### src/rtl/nic_cmd_pkg.sv
`timescale 1ns/1ps
package nic_cmd_pkg;
  localparam int CMD_W  = 16;
  localparam int OP_W   = 5;
  localparam int EV_W   = 8;
  localparam int WIN_W  = 3;

  typedef enum logic [OP_W-1:0] {
    OP_GLB_RST  = 5'd0,
    OP_WIN_SEL  = 5'd1,
    OP_RX_OFF   = 5'd3,
    OP_RX_ON    = 5'd4,
    OP_RX_RST   = 5'd5,
    OP_TX_ON    = 5'd9,
    OP_TX_OFF   = 5'd10,
    OP_TX_RST   = 5'd11,
    OP_REQ_IRQ  = 5'd12,
    OP_ACK      = 5'd13,
    OP_SET_MASK = 5'd14
  } opcode_e;

  // status event bit positions
  localparam int EV_LATCH = 0;
  localparam int EV_REQ   = 6;
  // events the datapath may set directly
  localparam logic [EV_W-1:0] EXT_EVT_MASK = 8'hBE;

  typedef struct packed {
    logic            glb_rst;
    logic            win_sel;
    logic            rx_off;
    logic            rx_on;
    logic            rx_rst;
    logic            tx_on;
    logic            tx_off;
    logic            tx_rst;
    logic            req_irq;
    logic            ack;
    logic            set_mask;
    logic [EV_W-1:0] arg;
  } cmd_t;
endpackage

### src/rtl/nic_cmd_decode.sv
`timescale 1ns/1ps
module nic_cmd_decode
  import nic_cmd_pkg::*;
(
  input  logic             valid_i,
  input  logic [CMD_W-1:0] data_i,
  output cmd_t             cmd_o
);
  logic [OP_W-1:0] op;
  logic            unused_hi_arg;

  assign op            = data_i[CMD_W-1 -: OP_W];
  assign unused_hi_arg = ^data_i[CMD_W-OP_W-1:EV_W];

  always_comb begin
    cmd_o     = '0;
    cmd_o.arg = data_i[EV_W-1:0];
    if (valid_i) begin
      unique case (op)
        OP_GLB_RST:  cmd_o.glb_rst  = 1'b1;
        OP_WIN_SEL:  cmd_o.win_sel  = 1'b1;
        OP_RX_OFF:   cmd_o.rx_off   = 1'b1;
        OP_RX_ON:    cmd_o.rx_on    = 1'b1;
        OP_RX_RST:   cmd_o.rx_rst   = 1'b1;
        OP_TX_ON:    cmd_o.tx_on    = 1'b1;
        OP_TX_OFF:   cmd_o.tx_off   = 1'b1;
        OP_TX_RST:   cmd_o.tx_rst   = 1'b1;
        OP_REQ_IRQ:  cmd_o.req_irq  = 1'b1;
        OP_ACK:      cmd_o.ack      = 1'b1;
        OP_SET_MASK: cmd_o.set_mask = 1'b1;
        default: ;  // unknown opcodes are accepted and do nothing
      endcase
    end
  end
endmodule

### src/rtl/nic_busy_timer.sv
`timescale 1ns/1ps
module nic_busy_timer #(
  parameter int GLB_CYCLES = 64,
  parameter int BLK_CYCLES = 8
) (
  input  logic clk_i,
  input  logic rst_ni,
  input  logic start_glb_i,
  input  logic start_blk_i,
  output logic busy_o
);
  localparam int MAX_CYC = (GLB_CYCLES > BLK_CYCLES) ? GLB_CYCLES : BLK_CYCLES;
  localparam int CNT_W   = $clog2(MAX_CYC + 1);

  logic [CNT_W-1:0] cnt_q;

  always_ff @(posedge clk_i or negedge rst_ni) begin
    if (!rst_ni)          cnt_q <= '0;
    else if (start_glb_i) cnt_q <= CNT_W'(GLB_CYCLES);
    else if (start_blk_i) cnt_q <= CNT_W'(BLK_CYCLES);
    else if (cnt_q != '0) cnt_q <= cnt_q - 1'b1;
  end

  assign busy_o = (cnt_q != '0);

  // a reset command opens a busy window
  a_r11_start_busy: assert property (@(posedge clk_i) disable iff (!rst_ni)
    (start_glb_i || start_blk_i) |=> busy_o);
  // busy only rises because of a reset command
  a_r12_busy_cause: assert property (@(posedge clk_i) disable iff (!rst_ni)
    $rose(busy_o) |-> $past(start_glb_i || start_blk_i));
endmodule

### src/rtl/nic_event_bank.sv
`timescale 1ns/1ps
module nic_event_bank
  import nic_cmd_pkg::*;
(
  input  logic            clk_i,
  input  logic            rst_ni,
  input  logic            glb_clr_i,
  input  logic            ack_i,
  input  logic [EV_W-1:0] ack_mask_i,
  input  logic            req_i,
  input  logic            mask_ld_i,
  input  logic [EV_W-1:0] mask_i,
  input  logic [EV_W-1:0] evt_i,
  output logic [EV_W-1:0] events_o,
  output logic            irq_o
);
  logic [EV_W-1:0] ev_q, mask_q, set_v, clr_v;
  logic            irq_q;

  assign irq_o = |(ev_q[EV_W-1:1] & mask_q[EV_W-1:1]);

  always_comb begin
    set_v           = evt_i & EXT_EVT_MASK;
    set_v[EV_REQ]   = set_v[EV_REQ] | req_i;
    set_v[EV_LATCH] = irq_o & ~irq_q;
    clr_v           = ack_i ? ack_mask_i : '0;
  end

  always_ff @(posedge clk_i or negedge rst_ni) begin
    if (!rst_ni) begin
      ev_q   <= '0;
      mask_q <= '0;
      irq_q  <= 1'b0;
    end else begin
      irq_q <= irq_o;
      if (glb_clr_i) begin
        ev_q   <= '0;
        mask_q <= '0;
      end else begin
        ev_q <= (ev_q & ~clr_v) | set_v;  // set beats clear
        if (mask_ld_i) mask_q <= mask_i;
      end
    end
  end

  assign events_o = ev_q;

  a_r8_latch_on_rise: assert property (@(posedge clk_i) disable iff (!rst_ni)
    (irq_o && !$past(irq_o) && !glb_clr_i) |=> events_o[EV_LATCH]);
  a_r10_glb_clears: assert property (@(posedge clk_i) disable iff (!rst_ni)
    glb_clr_i |=> (events_o == '0 && !irq_o));
  a_r5_ack_clears: assert property (@(posedge clk_i) disable iff (!rst_ni)
    (ack_i && ack_mask_i[EV_W-1] && !evt_i[EV_W-1]) |=> !events_o[EV_W-1]);
  a_r9_ext_set: assert property (@(posedge clk_i) disable iff (!rst_ni)
    (evt_i[EV_W-1] && !glb_clr_i) |=> events_o[EV_W-1]);
endmodule

### src/rtl/nic_cmd_ctrl.sv
`timescale 1ns/1ps
module nic_cmd_ctrl
  import nic_cmd_pkg::*;
#(
  parameter int GLB_BUSY_CYCLES = 64,
  parameter int BLK_BUSY_CYCLES = 8
) (
  input  logic        clk_i,
  input  logic        rst_ni,
  input  logic        wr_en_i,
  input  logic [15:0] wr_data_i,
  input  logic [7:0]  evt_i,
  output logic [15:0] status_o,
  output logic [2:0]  window_o,
  output logic        irq_o,
  output logic        rx_en_o,
  output logic        tx_en_o,
  output logic        rx_rst_o,
  output logic        tx_rst_o
);
  localparam int RSVD_W = CMD_W - WIN_W - 1 - EV_W;

  cmd_t             cmd;
  logic             busy, accept;
  logic [WIN_W-1:0] win_q;
  logic             rx_en_q, tx_en_q, rx_rst_q, tx_rst_q;
  logic [EV_W-1:0]  events;

  assign accept = wr_en_i & ~busy;

  nic_cmd_decode u_decode (
    .valid_i (accept),
    .data_i  (wr_data_i),
    .cmd_o   (cmd)
  );

  nic_busy_timer #(
    .GLB_CYCLES (GLB_BUSY_CYCLES),
    .BLK_CYCLES (BLK_BUSY_CYCLES)
  ) u_busy (
    .clk_i       (clk_i),
    .rst_ni      (rst_ni),
    .start_glb_i (cmd.glb_rst),
    .start_blk_i (cmd.rx_rst | cmd.tx_rst),
    .busy_o      (busy)
  );

  nic_event_bank u_events (
    .clk_i      (clk_i),
    .rst_ni     (rst_ni),
    .glb_clr_i  (cmd.glb_rst),
    .ack_i      (cmd.ack),
    .ack_mask_i (cmd.arg),
    .req_i      (cmd.req_irq),
    .mask_ld_i  (cmd.set_mask),
    .mask_i     (cmd.arg),
    .evt_i      (evt_i),
    .events_o   (events),
    .irq_o      (irq_o)
  );

  always_ff @(posedge clk_i or negedge rst_ni) begin
    if (!rst_ni) begin
      win_q    <= '0;
      rx_en_q  <= 1'b0;
      tx_en_q  <= 1'b0;
      rx_rst_q <= 1'b0;
      tx_rst_q <= 1'b0;
    end else begin
      rx_rst_q <= cmd.glb_rst | cmd.rx_rst;
      tx_rst_q <= cmd.glb_rst | cmd.tx_rst;
      if (cmd.glb_rst) begin
        win_q   <= '0;
        rx_en_q <= 1'b0;
        tx_en_q <= 1'b0;
      end else begin
        if (cmd.win_sel)               win_q   <= cmd.arg[WIN_W-1:0];
        if (cmd.rx_on)                 rx_en_q <= 1'b1;
        else if (cmd.rx_off | cmd.rx_rst) rx_en_q <= 1'b0;
        if (cmd.tx_on)                 tx_en_q <= 1'b1;
        else if (cmd.tx_off | cmd.tx_rst) tx_en_q <= 1'b0;
      end
    end
  end

  assign window_o = win_q;
  assign rx_en_o  = rx_en_q;
  assign tx_en_o  = tx_en_q;
  assign rx_rst_o = rx_rst_q;
  assign tx_rst_o = tx_rst_q;
  assign status_o = {win_q, busy, {RSVD_W{1'b0}}, events};

  a_r12_busy_ignores: assert property (@(posedge clk_i) disable iff (!rst_ni)
    (status_o[12] && wr_en_i) |=> ($stable(window_o) && $stable(rx_en_o) && $stable(tx_en_o)));
  a_r3_window_load: assert property (@(posedge clk_i) disable iff (!rst_ni)
    (wr_en_i && !status_o[12] && wr_data_i[15:11] == 5'd1) |=> window_o == $past(wr_data_i[2:0]));
  a_r11_rx_reset: assert property (@(posedge clk_i) disable iff (!rst_ni)
    (wr_en_i && !status_o[12] && wr_data_i[15:11] == 5'd5) |=> (rx_rst_o && !rx_en_o));
  a_r10_glb_reset: assert property (@(posedge clk_i) disable iff (!rst_ni)
    (wr_en_i && !status_o[12] && wr_data_i[15:11] == 5'd0) |=> (rx_rst_o && tx_rst_o && window_o == '0));
endmodule

### config.mk
export PLATFORM = sky130hd
export DESIGN_NAME = nic_cmd_ctrl
export DESIGN_NICKNAME = d
export VERILOG_FILES = /design/src/rtl/nic_cmd_pkg.sv /design/src/rtl/nic_cmd_decode.sv /design/src/rtl/nic_busy_timer.sv /design/src/rtl/nic_event_bank.sv /design/src/rtl/nic_cmd_ctrl.sv
export SDC_FILE = /design/constraint.sdc
export NUM_CORES = 1
export LEC_CHECK = 0
export BUFFER_PORTS_ARGS = -buffer_cell sky130_fd_sc_hd__clkbuf_2
export CAP_MARGIN = 20
export CORE_MARGIN = 1.5
export CORE_UTILIZATION = 54
export DETAILED_ROUTE_END_ITERATION = 10
export PLACE_DENSITY_LB_ADDON = 0.3
export SYNTH_ARGS = -nofsm -noshare
export SYNTH_HDL_FRONTEND = slang
export SYNTH_SLANG_ARGS = --single-unit
### constraint.sdc
create_clock -name clk_i -period 2.7 [get_ports clk_i]
set_clock_uncertainty 0.05 [all_clocks]
set_input_delay 0 -clock clk_i [delete_from_list [all_inputs] [get_ports clk_i]]
set_output_delay 0 -clock clk_i [all_outputs]
set_load 0.01 [all_outputs]
==> run metrics <==
Worst setup endpoint=u_events.events_o[1]$_DFF_PN0_; Max Fclk=395 MHz; GRT Util Overall=25.1%; number of synthesized flops with an enable pin=0; htree depth=2; Die H=57.4 um; FF-to-FF setup slack=170 ps; core area=2780 sq um; share of cells above drive strength 1=24.6%; Main synth FF type=dfrtp_1; CTS Buf Count=5; most frequent cells in the layout=clkbuf_2, dfrtp_1, nand2_1; first-pass GRT wire length=6.26 mm; Netlist cell types=47; outcome=complete, no violations; part of the power in combinational logic=8.4%; total gr overflow=0; die area=3290 sq um; Ports=51; Synth area leaders=dfrtp_1, nand2_1, o21ai_0, buf_4, inv_1; worst hold-check path type=input port to flip-flop; Worst EP required=2860 ps; pre-CTS WS=609 ps; Worst Setup End Kind=flip-flop; Final Hold Vio Count=0; Final period util=93.9%; peak supply drop=534 uV; Yosys reg bits=30; clock network fraction of total power=41.5%; Setup crit start=u_busy.cnt_q[0]$_DFFE_PN0P_; DRC viols=0; FF-to-FF path depth=8; clock slew at reported path FFs=100 ps; Setup-failing EPs final=0; fin crit period=2530 ps; relative slew slack=35.1%; clock root cell=clkbuf_4; DP HPWL=2.39 mm; initial antenna violation count=0; Port Buffers=41; commonest non-fill, non-tap cell in the layout=clkbuf_2; diode count=0; Critical Path AT=2700 ps; cell area after synthesis=1600 sq um; CTS Buffer Depth=2; sw power=199 uW; die width=57.4 um; RD Place Congestion=0.774; TNS Setup=0 ps; area leader, netlist=dfrtp_1; power density cells=437 nW/um^2; CTS tree=built; clk sinks=30; cells after synthesis=170; largest net degree at the start of global routing=31; internal power=697 uW; DRT iter0 DRCs=79; worst slew pin tran=972 ps; 1st-pass router iterations=4; Starting Density=57.4%; Flop pwr share=50.1%; Leak Pwr=1.00 nW; crit path kind=flip-flop to flip-flop; Layout Nets=256; Async S/R FF share, synth=100%; clk_lat worst skew=320 ps; vias in the first global route=1,366; Syn-to-layout area delta=28.5%; Reg-to-Reg Start=u_busy.cnt_q[0]$_DFFE_PN0P_; DR vias/cell=5.54; RSZ-0062 raised after global routing=false; worst setup margin=165 ps; post-route ant nets=0; Synth top area share=47.1%; vias=1,436; Max Cap Violations=0; # rows=19; fin. max-slew vios=0; Crit Path Max Fanout=7; Synth Area per Inst=9.38 sq um; worst r2r dst=u_events.events_o[1]$_DFF_PN0_; WL/cell=13.9 um; part of the Yosys area used for sequential elements=47.1%; Routed WL=3.61 mm; CP startpoint kind=flip-flop; YS warnings=0; switching part of the total=22.2%
[kinds of logic after synthesis]
kind of cell / synth area share [%]
adder cells (fa/ha/maj): 0.784
buffers and inverters: 10.0
AND/OR/NAND/NOR: 20.2
AO/OA/AOI/OAI: 16.9
XOR/XNOR: 2.20
other: 0.235
multiplexers: 2.59
flip-flops: 47.1
[worst min path at each step]
stage,start,to,cells after the start
final,wr_data_i[15],tx_en_o$_DFFE_PN0P_,4
after CTS,wr_data_i[15],tx_en_o$_DFFE_PN0P_,4
after floorplan,rst_ni,rx_en_o$_DFFE_PN0P_,0
after detailed placement,rst_ni,rx_rst_o$_DFF_PN0_,1
after global placement,rst_ni,u_busy.cnt_q[4]$_DFFE_PN0P_,1
after global routing,wr_data_i[15],tx_en_o$_DFFE_PN0P_,4
[cell usage after synthesis, drive strengths merged, types with 2 or more instances]
library cell / number
o41ai: 2
nand3: 3
o31a: 2
nor3: 4
a21oi: 2
a211oi: 2
a31oi: 8
nand2: 25
dfrtp: 30
a22oi: 3
inv: 15
or3: 2
nor2: 10
buf: 13
o21ai: 13
o21a: 2
nand4: 2
nand2b: 2
clkbuf: 2
xnor2: 2
mux2i: 3
xor2: 2
nor4b: 3
[metal layers]
metal	wire [um]	vias to the layer above	share of wire (%)	track usage, %
li1	-	702	-	-
met4	55	0	1.5	7.64
met1	1520	666	42	31.8
met5	0	-	0	0
met3	209	7	5.8	7.94
met2	1830	61	51	41.1
[metrics by stage]
stage | total power [mW] | std cells | instance area (sq um) | util [%] | hold WS [ps]
6_report | 0.896 | 259 | 2050 | 73.7 | 117
3_3_place_gp | 0.516 | 230 | 1750 | 63.0 | 30.1
3_5_place_dp | 0.519 | 230 | 1750 | 63.0 | 50.7
5_1_grt | 0.934 | 259 | 2050 | 73.7 | 131
4_1_cts | 0.904 | 257 | 2030 | 73.1 | 97.8
2_1_floorplan | 0.491 | 173 | 1610 | - | -346
[timing repair]
item	CTS	global route
hold buffers	20	0
setup endpoints to repair	0	6
setup buffers	0	2
gates resized for setup	0	1
hold endpoints to repair	50	0
[area by class of cell]
| class | instances | area, sq um |
|---|---|---|
| Timing Repair Buffer | 63 | 420 |
| Clock buffer | 6 | 51.3 |
| Sequential cell | 30 | 751 |
| Clock inverter | 1 | 30.0 |
| Fill cell | 205 | 732 |
| Inverter | 15 | 61.3 |
| Multi-Input combinational cell | 113 | 697 |
| Tap cell | 31 | 38.8 |
[critical path, stage by stage (launching register included)]
cell	delay (ps)
dfrtp_1	400
inv_1	60
ha_1	180
nor4b_4	300
and2_2	310
inv_6	70
nor3_4	300
a31oi_1	140
dlygate4sd3_1	600
[power by group through the flow]
stage | Sequential [mW] | Combinational, mW | Clock, mW
floorplan | 0.458 | 0.0326 | 0
global placement | 0.458 | 0.0577 | 0
detailed placement | 0.458 | 0.0606 | 0
CTS | 0.449 | 0.0751 | 0.379
global route | 0.449 | 0.0858 | 0.399
finish | 0.449 | 0.0755 | 0.372
[sequential cells by signal, summed over array words and instances, names as in the netlist]
name               count
u_events.events_o      8
u_busy.cnt_q           7
u_events.mask_q        7
window_o               3
rx_en_o                1
rx_rst_o               1
tx_en_o                1
tx_rst_o               1
u_events.irq_q         1
Power figures use the tool's default switching activity.
